===== src/rtl/rtc_wake_pkg.sv =====
package rtc_wake_pkg;
    localparam int SEC_W     = 8;
    localparam int MIN_W     = 24;
    localparam int DATA_W    = 8;
    localparam int ADDR_W    = 4;
    localparam int MIN_BYTES = MIN_W / DATA_W;

    localparam logic [SEC_W-1:0] SEC_LAST = 8'd59;

    localparam logic [ADDR_W-1:0] A_CTRL     = 4'd0;
    localparam logic [ADDR_W-1:0] A_SEC      = 4'd1;
    localparam logic [ADDR_W-1:0] A_MIN0     = 4'd2;
    localparam logic [ADDR_W-1:0] A_ALM_SEC  = 4'd5;
    localparam logic [ADDR_W-1:0] A_ALM_MIN0 = 4'd6;
    localparam logic [ADDR_W-1:0] A_ALM_TOP  = A_ALM_MIN0 + ADDR_W'(MIN_BYTES - 1);
    localparam logic [ADDR_W-1:0] A_STATUS   = 4'd9;

    localparam logic [SEC_W-1:0] ALM_SEC_RST = 8'h3F;

    typedef enum logic [1:0] {
        REP_SEC  = 2'd0,
        REP_MIN  = 2'd1,
        REP_2MIN = 2'd2,
        REP_8MIN = 2'd3
    } rep_mode_e;

    typedef struct packed {
        logic [MIN_W-1:0] mins;
        logic [SEC_W-1:0] secs;
    } rtc_time_t;

    // bit order matches the control byte: [4:3] mode, [2] repeat wake, [1] alarm wake, [0] run
    typedef struct packed {
        rep_mode_e mode;
        logic      rep_wake_en;
        logic      alm_wake_en;
        logic      run;
    } rtc_ctrl_t;

    // decides on a second step whether the periodic event is due;
    // min_lsbs are the low bits of the minutes value before the step
    function automatic logic rep_due(rep_mode_e mode, logic at_last, logic [2:0] min_lsbs);
        logic due;
        unique case (mode)
            REP_SEC:  due = 1'b1;
            REP_MIN:  due = at_last;
            REP_2MIN: due = at_last && min_lsbs[0];
            REP_8MIN: due = at_last && (min_lsbs == 3'd7);
            default:  due = 1'b0;
        endcase
        return due;
    endfunction
endpackage


===== src/rtl/rtc_prescaler.sv =====
module rtc_prescaler #(
    parameter int DIV_BITS = 15
) (
    input  logic clk,
    input  logic rst,
    input  logic run,
    input  logic osc_tick,
    output logic sec_tick
);
    logic [DIV_BITS-1:0] cnt;

    assign sec_tick = run && osc_tick && (&cnt);

    always_ff @(posedge clk) begin
        if (rst || !run) begin
            cnt <= '0;
        end else if (osc_tick) begin
            cnt <= cnt + 1'b1;
        end
    end
endmodule


===== src/rtl/rtc_time_counter.sv =====
module rtc_time_counter
    import rtc_wake_pkg::*;
(
    input  logic              clk,
    input  logic              rst,
    input  logic              sec_tick,
    input  logic              wr_en,
    input  logic [ADDR_W-1:0] wr_addr,
    input  logic [DATA_W-1:0] wr_data,
    output rtc_time_t         now
);
    rtc_time_t nxt;
    logic      wr_hit;

    assign wr_hit = wr_en && (wr_addr >= A_SEC) && (wr_addr < A_MIN0 + ADDR_W'(MIN_BYTES));

    always_comb begin
        nxt = now;
        if (sec_tick) begin
            if (now.secs >= SEC_LAST) begin
                nxt.secs = '0;
                nxt.mins = now.mins + 1'b1;
            end else begin
                nxt.secs = now.secs + 1'b1;
            end
        end
        if (wr_en && wr_addr == A_SEC) nxt.secs = wr_data;
        for (int i = 0; i < MIN_BYTES; i++) begin
            if (wr_en && wr_addr == A_MIN0 + ADDR_W'(i)) nxt.mins[DATA_W*i +: DATA_W] = wr_data;
        end
    end

    always_ff @(posedge clk) begin
        if (rst) now <= '0;
        else     now <= nxt;
    end


    sec_wrap_chk: assert property (@(posedge clk) disable iff (rst)
        (sec_tick && !wr_hit && now.secs == SEC_LAST)
        |=> (now.secs == '0 && now.mins == MIN_W'($past(now.mins) + 1)));


    time_hold_chk: assert property (@(posedge clk) disable iff (rst)
        (!sec_tick && !wr_hit) |=> $stable(now));
endmodule


===== src/rtl/rtc_alarm_unit.sv =====
module rtc_alarm_unit
    import rtc_wake_pkg::*;
(
    input  logic              clk,
    input  logic              rst,
    input  logic              wr_en,
    input  logic [ADDR_W-1:0] wr_addr,
    input  logic [DATA_W-1:0] wr_data,
    input  rtc_time_t         now,
    output rtc_time_t         active,
    output logic              alarm_irq
);
    localparam int STG_W = MIN_W - DATA_W;

    logic [SEC_W-1:0] stg_sec;
    logic [STG_W-1:0] stg_min;
    logic             match, match_q, commit;

    assign commit = wr_en && (wr_addr == A_ALM_TOP);
    assign match  = (now == active);

    always_ff @(posedge clk) begin
        if (rst) begin
            stg_sec   <= ALM_SEC_RST;
            stg_min   <= '1;
            active    <= '{mins: '1, secs: ALM_SEC_RST};
            match_q   <= 1'b0;
            alarm_irq <= 1'b0;
        end else begin
            if (wr_en && wr_addr == A_ALM_SEC) stg_sec <= wr_data;
            for (int i = 0; i < MIN_BYTES - 1; i++) begin
                if (wr_en && wr_addr == A_ALM_MIN0 + ADDR_W'(i)) stg_min[DATA_W*i +: DATA_W] <= wr_data;
            end
            if (commit) active <= '{mins: {wr_data, stg_min}, secs: stg_sec};
            match_q   <= match;
            alarm_irq <= match && !match_q;
        end
    end


    alarm_once_chk: assert property (@(posedge clk) disable iff (rst)
        alarm_irq |=> !alarm_irq);


    alarm_stage_chk: assert property (@(posedge clk) disable iff (rst)
        (wr_en && wr_addr >= A_ALM_SEC && wr_addr < A_ALM_TOP) |=> $stable(active));
endmodule


===== src/rtl/rtc_repeat_unit.sv =====
module rtc_repeat_unit
    import rtc_wake_pkg::*;
(
    input  logic      clk,
    input  logic      rst,
    input  logic      sec_tick,
    input  rep_mode_e mode,
    input  logic      at_last,
    input  logic [2:0] min_lsbs,
    output logic      repeat_irq
);
    always_ff @(posedge clk) begin
        if (rst) repeat_irq <= 1'b0;
        else     repeat_irq <= sec_tick && rep_due(mode, at_last, min_lsbs);
    end


    repeat_on_tick_chk: assert property (@(posedge clk) disable iff (rst)
        repeat_irq |-> $past(sec_tick));
endmodule


===== src/rtl/rtc_wake_timer.sv =====
module rtc_wake_timer
    import rtc_wake_pkg::*;
#(
    parameter int DIV_BITS = 15
) (
    input  logic        clk,
    input  logic        rst,
    input  logic        osc_tick,
    input  logic        powered_off,
    input  logic        wr_en,
    input  logic [3:0]  wr_addr,
    input  logic [7:0]  wr_data,
    input  logic [3:0]  rd_addr,
    output logic [7:0]  rd_data,
    output logic        alarm_irq,
    output logic        repeat_irq,
    output logic        wake_req
);
    rtc_ctrl_t  ctrl;
    rtc_time_t  now, alarm_active;
    logic [1:0] status;
    logic       sec_tick;

    always_ff @(posedge clk) begin
        if (rst) begin
            ctrl   <= '0;
            status <= '0;
        end else begin
            if (wr_en && wr_addr == A_CTRL) ctrl <= rtc_ctrl_t'(wr_data[4:0]);
            for (int b = 0; b < 2; b++) begin
                if (b == 0 ? alarm_irq : repeat_irq)               status[b] <= 1'b1;
                else if (wr_en && wr_addr == A_STATUS && wr_data[b]) status[b] <= 1'b0;
            end
        end
    end

    rtc_prescaler #(.DIV_BITS(DIV_BITS)) u_presc (
        .clk(clk), .rst(rst), .run(ctrl.run), .osc_tick(osc_tick), .sec_tick(sec_tick)
    );

    rtc_time_counter u_time (
        .clk(clk), .rst(rst), .sec_tick(sec_tick),
        .wr_en(wr_en), .wr_addr(wr_addr), .wr_data(wr_data), .now(now)
    );

    rtc_alarm_unit u_alarm (
        .clk(clk), .rst(rst), .wr_en(wr_en), .wr_addr(wr_addr), .wr_data(wr_data),
        .now(now), .active(alarm_active), .alarm_irq(alarm_irq)
    );

    rtc_repeat_unit u_rep (
        .clk(clk), .rst(rst), .sec_tick(sec_tick), .mode(ctrl.mode),
        .at_last(now.secs >= SEC_LAST), .min_lsbs(now.mins[2:0]), .repeat_irq(repeat_irq)
    );

    assign wake_req = powered_off &&
                      ((alarm_irq && ctrl.alm_wake_en) || (repeat_irq && ctrl.rep_wake_en));

    always_comb begin
        rd_data = '0;
        if (rd_addr == A_CTRL)    rd_data = {3'b000, ctrl};
        if (rd_addr == A_SEC)     rd_data = now.secs;
        if (rd_addr == A_ALM_SEC) rd_data = alarm_active.secs;
        if (rd_addr == A_STATUS)  rd_data = {6'b0, status};
        for (int i = 0; i < MIN_BYTES; i++) begin
            if (rd_addr == A_MIN0 + ADDR_W'(i))     rd_data = now.mins[DATA_W*i +: DATA_W];
            if (rd_addr == A_ALM_MIN0 + ADDR_W'(i)) rd_data = alarm_active.mins[DATA_W*i +: DATA_W];
        end
    end


    alarm_flag_chk: assert property (@(posedge clk) disable iff (rst)
        alarm_irq |=> status[0]);


    repeat_flag_chk: assert property (@(posedge clk) disable iff (rst)
        repeat_irq |=> status[1]);


    wake_gate_chk: assert property (@(posedge clk) disable iff (rst)
        wake_req |-> (powered_off && (alarm_irq || repeat_irq)));
endmodule


===== config.mk =====
export PLATFORM = sky130hd
export DESIGN_NAME = rtc_wake_timer
export DESIGN_NICKNAME = d
export VERILOG_FILES = /design/src/rtl/rtc_wake_pkg.sv /design/src/rtl/rtc_prescaler.sv /design/src/rtl/rtc_time_counter.sv /design/src/rtl/rtc_alarm_unit.sv /design/src/rtl/rtc_repeat_unit.sv /design/src/rtl/rtc_wake_timer.sv
export SDC_FILE = /design/constraint.sdc
export NUM_CORES = 1
export LEC_CHECK = 0
export ABC_AREA = 1
export CORE_UTILIZATION = 60
export DETAILED_ROUTE_END_ITERATION = 6
export HOLD_SLACK_MARGIN = 0.05
export PLACE_DENSITY = 0.8
export SLEW_MARGIN = 20
export SYNTH_ARGS = -nofsm -noshare
export SYNTH_HDL_FRONTEND = slang
export SYNTH_SLANG_ARGS = --single-unit
export TNS_END_PERCENT = 1

===== constraint.sdc =====
create_clock -name clk -period 3.5 [get_ports clk]
set_clock_uncertainty 0.2 [all_clocks]
set_input_delay 0.35 -clock clk [delete_from_list [all_inputs] [get_ports clk]]
set_output_delay 0.35 -clock clk [all_outputs]
set_load 0.02 [all_outputs]

Yosys cells after proc, flatten, opt, wreduce, memory -nomap -nowiden. Index checks and enable logic that the tools add are counted.

Flip-flop bits (word level): 113. Output and inout port bits: 11.

Multiplexer cells: 23. Magnitude comparators: 1. Add/subtract/negate cells: 3. Eq/ne operators: 23. Reductions and logical operators: 41.

Operators with widths (number): 8-bit two-way mux (14); 32-bit equality test (1); 4-bit by 3-bit equality test with 1-bit output, second input constant (8); 32-bit two-way mux (1); 24-bit by 1-bit adder with 24-bit output, second input constant (1); 24-bit two-way mux (1); 1-bit logical AND (21); 2-bit nonzero test (9); 4-bit by 2-bit equality test with 1-bit output, second input constant (4); 4-bit equality test, second input constant (4); 15-bit by 1-bit adder with 15-bit output, second input constant (1); 15-bit AND reduction (1); 8-bit by 1-bit adder with 8-bit output, second input constant (1); 4-bit by 1-bit equality test with 1-bit output, second input constant (2); 8-bit by 6-bit greater-or-equal comparator with 1-bit output, second input constant (1); 4-bit zero test (2); 2-bit AND reduction (3); 1-bit two-way mux (5); 5-bit two-way mux (1); 2-bit equality test, second input constant (2); 1-bit one-hot mux with 4 select lines (1); 3-bit equality test, second input constant (1); 2-bit by 1-bit equality test with 1-bit output, second input constant (1); 1-bit zero test (2); 2 further kinds (3).

Depth between registers and ports, before layout. Gate-level depths: netlist of run 1.

Word-level depth: 11. Gate-level depth with buffers: 12. Mapped depth without buffers: 11.

Hierarchy. From an unflattened synthesis of run 1, not the netlist that was laid out.

Cells, all modules: 1123. Area, all modules: 7161.9 µm².

By module, submodules not included: rtc_alarm_unit (seq. area each 1161.1 µm², cells each 402, area an instance 2964.1 µm², times used 1); rtc_time_counter (seq. area each 640.6 µm², cells each 393, area an instance 2358.5 µm², times used 1); rtc_wake_timer (seq. area each 140.1 µm², cells each 200, area an instance 998.5 µm², times used 1); rtc_prescaler (seq. area each 300.3 µm², cells each 116, area an instance 779.5 µm², times used 1); rtc_repeat_unit (seq. area each 20.0 µm², cells each 12, area an instance 61.3 µm², times used 1).

Worst setup path before layout of run 1. Ideal clock, no wire load.

Kind: input -> output. From: in rd_addr[3]. To: out rd_data[1]. Stages on the path: 9. Data required time: 2.950 ns. Data arrival time: 1.324 ns. Path slack: 1.626 ns. Cell sequence: inv_1 > nand2_1 > nor2_1 > inv_1 > o21ai_0 > inv_1 > nand4_1 > nand2_1 > nand2_1.

Cells in the longest elaborated chain, start to end: 11. Elaborated cells between the ends (all ways): 20. Those cells by class: eq/ne: 9; mux: 10; reduce/logical: 1.

Ends and longest elaborated chain: from (decl) (RTL line rtc_wake_timer.sv:13) `input logic [3:0] rd_addr,`; 4-bit zero test (RTL line rtc_wake_timer.sv:61) `if (rd_addr == A_CTRL) rd_data = {3'b000, ctrl};`; 5-bit two-way mux (RTL line rtc_wake_timer.sv:61); 8-bit two-way mux (RTL line rtc_wake_timer.sv:62) `if (rd_addr == A_SEC) rd_data = now.secs;`; 8-bit two-way mux (RTL line rtc_wake_timer.sv:63) `if (rd_addr == A_ALM_SEC) rd_data = alarm_active.secs;`; 8-bit two-way mux (RTL line rtc_wake_timer.sv:64) `if (rd_addr == A_STATUS) rd_data = {6'b0, status};`; 8-bit two-way mux (RTL line rtc_wake_timer.sv:66) `if (rd_addr == A_MIN0 + ADDR_W'(i)) rd_data = now.mins[DATA_W*i +: DATA_W];`; 8-bit two-way mux (RTL line rtc_wake_timer.sv:67) `if (rd_addr == A_ALM_MIN0 + ADDR_W'(i)) rd_data = alarm_active.mins[DATA_W*i +: DATA_W];`; 8-bit two-way mux (RTL line rtc_wake_timer.sv:66); 8-bit two-way mux (RTL line rtc_wake_timer.sv:67); 8-bit two-way mux (RTL line rtc_wake_timer.sv:66); 8-bit two-way mux * (RTL line rtc_wake_timer.sv:67); to (decl) (RTL line rtc_wake_timer.sv:14) `output logic [7:0] rd_data,`.

Every way passes the cells marked *; elsewhere a longest branch is shown, timed or not.

Worst setup path after layout of run 1. Ends and elaborated chain as after synthesis.

==> results of run 1 <==
path summary, 6_finish.rpt:
| kind | slack, ns | endpoint | start |
|---|---|---|---|
| setup / recovery | 0.43 | rd_data[1] | rd_addr[3] |
| setup reg to reg | 1.22 | u_time.now[18]$_SDFFE_PP0P_ | u_time.now[8]$_SDFFE_PP0P_ |
| hold / removal | 0.22 | u_alarm.alarm_irq$_SDFF_PP0_ | u_alarm.match_q$_SDFF_PP0_ |
| hold reg to reg | 0.22 | u_alarm.alarm_irq$_SDFF_PP0_ | u_alarm.match_q$_SDFF_PP0_ |
layout by cell type, fill, tap and decap left out, types with 12 or more instances in the layout:
cell             synthesis  routed
o21ai_0                 39      39
nand2_1                320     320
nor3_1                  12      12
dfxtp_1                113     113
nand3_1                 78      78
clkdlybuf4s50_1          0      31
xor2_1                  18      18
inv_1                  101     101
nand4_1                 14      14
nor2_1                 128     128
o211ai_1                39      39
clkbuf_16                0      16
a21oi_1                 43      43
sequential cells by signal, summed over array words and instances, names as in the netlist:
name               cells
ctrl                   5
u_alarm.stg_sec        8
u_alarm.match_q        1
u_alarm.stg_min       16
u_time.now            32
u_alarm.alarm_irq      1
u_alarm.active        32
u_presc.cnt           15
status                 2
u_rep.repeat_irq       1
metal layers:
metal	routed length, um	vias up	track usage
met5	0	-	0
met4	512	0	0.156
met3	1560	45	0.0755
met2	8950	288	0.590
met1	8280	2929	0.475
li1	-	3264	-
per-stage QoR:
stage	hold WS [ns]	std cells	total power [mW]	worst slack [ns]	cell area, sq um
6_report	0.216	1170	3.36	0.428	7370
5_1_grt	0.215	1170	3.44	0.272	7370
4_1_cts	0.216	1170	3.35	0.456	7370
3_5_place_dp	0.214	1138	1.57	0.461	6750
3_3_place_gp	0.208	1138	1.56	0.470	6750
2_1_floorplan	0.176	1000	1.47	1.63	6380
worst max-delay path: cells and delay by family:
kind | cells | cell delay (ns)
simple gates | 9 | 0.94
buf+inv | 4 | 1.25
where the power goes:
part	leakage (nW)	switching (mW)	internal (mW)
sequential	0.915	0.0212	1.31
combinational	1.91	0.139	0.0761
clock	0.298	0.605	1.21
kinds of logic after synthesis:
logic type	after synthesis	share of synthesized area
and+or+nand+nor	573	0.380
buffers and inverters	144	0.0909
AOI/OAI and AO/OA	138	0.128
DFF	113	0.354
xor gates and xnor gates	28	0.0384
adders and majority gates	4	0.00784
final cells by class:
| type | instances | area, sq um |
|---|---|---|
| clock buffer | 23 | 467 |
| inverter | 109 | 409 |
| multi-input combinational | 743 | 3540 |
| timing repair buffer | 37 | 368 |
| tap | 136 | 170 |
| sequential | 113 | 2260 |
| fill | 900 | 2950 |
| clock inverter | 9 | 154 |
==> results.md, run 1 <==
- Residual DRC count: 0
- CP max stage cell: clkdlybuf4s50_1
- Post-route ant nets: 0
- Synth area leaders: dfxtp_1 (35%), nand2_1 (19%), nor2_1 (7.5%)
- Initial antenna violation count: 0
- Static leakage: 3.13 nW
- Worst slew pin tran: ~0.64 ns
- Syn avg cell area: between 6 and 7 sq um
- Final Wtd Congestion: roughly 1.0
- Post-CTS Setup Bufs: 0
- Critical path cell sequence: clkdlybuf4s50_1 -> inv_1 -> nand2_1 -> nor2_1 -> nand2_1 -> nand2_1 -> inv_1 -> nand2_1 -> nand2_1 -> nand4_1 -> nand2_1 -> nand2_1 -> clkdlybuf4s50_1
- First-pass GRT wire length: 30.8 mm
- Post-layout util: 0.714
- Initial Utilization: 0.618
- Worst Hold Path Cells: 1
- CTS tree: yes
- Clk Latency, worst-skew pair: between 0.5 and 0.6 ns
- Seq cells post-synth: around 110
- DP HPWL: about 14 mm
- Max-cap violations: 0
- Critical-path maximum fanout: 7
- Number of port buffers: 31
- Ports: 32
- Count leader, synth: nand2_1
- Synth area leader: dfxtp_1
- Core area: 0.0103 sq mm
- Syn_nets: 1025
- Routed vias/inst: between 5 and 6
- Worst reg2reg path depth: 8
- FMAX: about 330 MHz
- Congestion Overflow GR: 0
- Sequential-to-total area share from yosys stat: 0.354
- HP Class: register to register
- Vias: 6526
- Synth-to-layout area growth: 15.5%
- Root Driver: clkbuf_8
- Predominant post-synthesis flop cell: dfxtp_1
- Vias in the first global route: about 6000
- Ys Warns: 0
- Minimum clock period: a little over 3 ns
- WL per Instance: about 16 um
- CP Capture Type: output pin
- Num CTS Buffers: 17
- Die area: ~0.011 sq mm
- Post-synthesis async set-or-reset flop share: 0
- Endpoints failing setup: 0
- Post-synth cell types: 38
- Num rows: 37
- Die W: 105 um
- Maximum VDD drop: 480 uV
- Quantity of gates resized following cts: 0
- DRT iter0 DRCs: just under 600
- CP peak stage delay: around 0.6 ns
- Post-Syn Instances: 1000
- Status: completed
- Final period utilization: 0.878
- Reg clk slew, reported paths: approximately 0.06 ns
- Most used cell, CP: nand2_1
- Area share of the leading cell type in the synthesized netlist: 0.354
- Total Negative Setup Slacks: 0 ns
- Crit Path Class: primary input to output pin
- Final Hold Viols: 0
- CTS Hold Buffers Added: 0
- Post-synth EDFFs: 0
- WP data required: slightly below 3 ns
- N_diodes: 0
- Clock sink count: between 100 and 150
- Max_slew headroom: 0.569
- Crit path launch type: primary input
- Synthesized area: about 0.0064 sq mm
- Cell Pwr Density: between 400 and 500 mW/mm^2
- WP data arrival: roughly 2.5 ns
- Post-synth top cells: nand2_1 (320), nor2_1 (128), dfxtp_1 (113), inv_1 (101), nand3_1 (78)
- Layout cells sized above 1: 0.0600
- Unrepaired setup endpoints after global routing: false
- Slew Viols, Final: 0
- Routed WL: a little under 20 mm
- Global-route usage over all layers: 0.366
- Drt pass-1 iters: 5
- Chip height: around 110 um
- Largest net degree at the start of global routing: 48
- CTS H-tree depth: 4
- Bufs on Longest Clock Path: 2
- Nets: around 1000
Note: power is estimated with default switching activity, not from simulation.
==> run 2: changes to the inputs <==
--- a/constraint.sdc
+++ b/constraint.sdc
@@ -4,2 +4,2 @@
 set_output_delay 0.35 -clock clk [all_outputs]
-set_load 0.02 [all_outputs]
+set_load 0.05 [all_outputs]
==> run 2 against run 1 <==
Clock-buffer cell count grew 1. Final area is 0.88% lower. Total power fell by 3.0%. Die area is the same. Maximum frequency up 9.9%.
==> results.md, run 2 (synthesis results as in run 1) <==
- Status: completed
- Most used cell, CP: nand2_1
- Buf/Inv on CP: 4 (unchanged)
- Final period utilization: 0.799 (-0.0788)
- Reg clk slew, reported paths: 0.06 ns (about the same)
- CP top delay family: buffers and inverters
- CTS tree: yes
- WP data arrival: 2.25 ns (-0.27 ns)
- DP HPWL: 14.2 mm (+2.9%)
- Root Driver: clkbuf_8
- WP data required: 2.95 ns (about the same)
- Nets: 1045 (-0.096%)
- Core area: 0.0103 sq mm (unchanged)
- Vias: 6615 (+1.4%)
- N_diodes: 0 (unchanged)
- Initial antenna violation count: 0 (unchanged)
- Initial Utilization: 0.618 (unchanged)
- CP Capture Type: output pin
- Quantity of gates resized following cts: 0 (unchanged)
- CP max stage cell: clkdlybuf4s50_1
- Max_slew headroom: 0.550 (-0.0191)
- Bufs on Longest Clock Path: 2 (unchanged)
- Post-route ant nets: 0 (unchanged)
- Maximum VDD drop: 469 uV (-2.3%)
- Minimum clock period: 2.80 ns (-0.276 ns)
- Net Sw Frac: 0.243 (+0.0155)
- Chip height: 105 um (unchanged)
- Number of port buffers: 31 (unchanged)
- First-pass GRT wire length: 31.5 mm (+2.3%)
- Routed vias/inst: 5.66 (+1.5%)
- Num CTS Buffers: 17 (unchanged)
- Slew Viols, Final: 0 (unchanged)
- Static leakage: 3.10 nW (-0.69%)
- Total Negative Setup Slacks: 0 ns (unchanged)
- Post-CTS Setup Bufs: 0 (unchanged)
- Combinational Power Share: 0.071 (+0.007)
- Pint: 2.47 mW (-5.0%)
- CTS H-tree depth: 4 (unchanged)
- Global-route usage over all layers: 0.377 (+0.0109)
- Biggest regs: u_alarm.active (32), u_time.now (32), u_alarm.stg_min (16)
- Endpoints failing setup: 0 (unchanged)
- Most frequent cells in the layout: nand2_1 (320), nor2_1 (128), dfxtp_1 (113)
- Residual DRC count: 0 (unchanged)
- Most common cell after layout, fill and taps aside: nand2_1
- Critical-path maximum fanout: 8 (+1)
- Post-Layout Cell Count: 1169 (-0.085%)
- Dpl cells: 1137 (-0.088%)
- Final Wtd Congestion: 1.05 (+1.5%)
- Congestion Overflow GR: 0 (unchanged)
- Vias in the first global route: 6096 (+2.0%)
- FMAX: 358 MHz (+9.9%)
- Critical path cell sequence: clkdlybuf4s50_1 -> nand2_1 -> nor2_1 -> inv_1 -> o21ai_0 -> inv_1 -> nand4_1 -> nand2_1 -> nand2_1 -> buf_4
- Max-cap violations: 0 (unchanged)
- HP Class: register to register
- Die W: 105 um (unchanged)
- Routed WL: 19.7 mm (+2.1%)
- Worst slew pin tran: 0.673 ns (+0.0286 ns)
- Crit path launch type: primary input
- Final Hold Viols: 0 (unchanged)
- Unrepaired setup endpoints after global routing: false
- Synth-to-layout area growth: 14.4%
- Die area: 0.0111 sq mm (unchanged)
- CTS Hold Buffers Added: 0 (unchanged)
- Crit Path Class: primary input to output pin
- Drt pass-1 iters: 5 (unchanged)
- Layout cells sized above 1: 0.0668 (+0.00683)
- Clk network pwr share: 0.521 (-0.020)
- Largest net degree at the start of global routing: 42 (-13%)
- WL per Instance: 16.8 um (+2.1%)
- DRT iter0 DRCs: 659 (+14%)
- CP peak stage delay: 0.58 ns (about the same)
- Psw: 793 uW (+3.6%)
- Clk Latency, worst-skew pair: 0.54 ns (about the same)
- Reg power frac: 0.408 (+0.013)
- Ports: 32 (unchanged)
- Clock sink count: 113 (unchanged)
- Cell Pwr Density: 446 mW/mm^2 (-2.1%)
- Num rows: 37 (unchanged)
==> run 2: changes by cell type in the layout (fill, tap and decap cells not counted), sizes merged <==
cell | before | now
buf | 6 | 13
bufinv | 4 | 2
clkbuf | 23 | 24
clkinv | 3 | 1
clkdlybuf4s50 | 31 | 23
clkinvlp | 2 | 5
==> run 2: final timing paths <==
path	start	to	slack, ns	cells past startpoint
setup / recovery	rd_addr[0]	rd_data[1]	0.70	10
setup reg to reg	u_time.now[8]$_SDFFE_PP0P_	u_time.now[14]$_SDFFE_PP0P_	1.22	7
hold / removal	u_alarm.match_q$_SDFF_PP0_	u_alarm.alarm_irq$_SDFF_PP0_	0.21	1
hold reg to reg	u_alarm.match_q$_SDFF_PP0_	u_alarm.alarm_irq$_SDFF_PP0_	0.21	1
==> run 2: layer usage <==
metal,vias up,track usage,part of all wire
met1,2990,0.491,0.42
met4,0,0.207,0.042
met3,65,0.0848,0.087
met2,301,0.578,0.45
met5,-,0,0
li1,3259,-,-
==> run 2: layout make-up <==
cell class / count / area (sq um)
timing repair buffer: 36 / 340
fill: 899 / 3020
multi-input combinational: 743 / 3540
tap: 136 / 170
clock buffer: 24 / 480
sequential: 113 / 2260
inverter: 109 / 409
clock inverter: 8 / 103
==> run 2: power by group through the flow <==
stage	sequential, mW	combinational (mW)	clock (mW)
2_1_floorplan	1.34	0.144	0
3_3_place_gp	1.35	0.227	0
3_5_place_dp	1.35	0.228	0
4_1_cts	1.33	0.229	1.70
5_1_grt	1.33	0.251	1.77
6_report	1.33	0.231	1.70
==> run 2: per-stage QoR <==
step | hold WS, ns | area (sq um) | worst slack (ns) | total power [mW] | utilization
finish | 0.210 | 7310 | 0.703 | 3.26 | 0.708
global route | 0.219 | 7310 | 0.544 | 3.35 | 0.708
CTS | 0.218 | 7310 | 0.729 | 3.26 | 0.708
detailed placement | 0.215 | 6720 | 0.737 | 1.58 | 0.651
global placement | 0.209 | 6720 | 0.781 | 1.58 | 0.651
floorplan | 0.176 | 6380 | 1.44 | 1.49 | -
==> run 2: worst reg2reg max path: cells and delay by family, from the launching register on <==
family	cells	cell delay [ns]
flip-flops	1	0.59
XOR/XNOR	1	0.11
AO/OA/AOI/OAI	2	0.30
AND/OR/NAND/NOR	3	0.65
adder cells (fa/ha/maj)	1	0.36
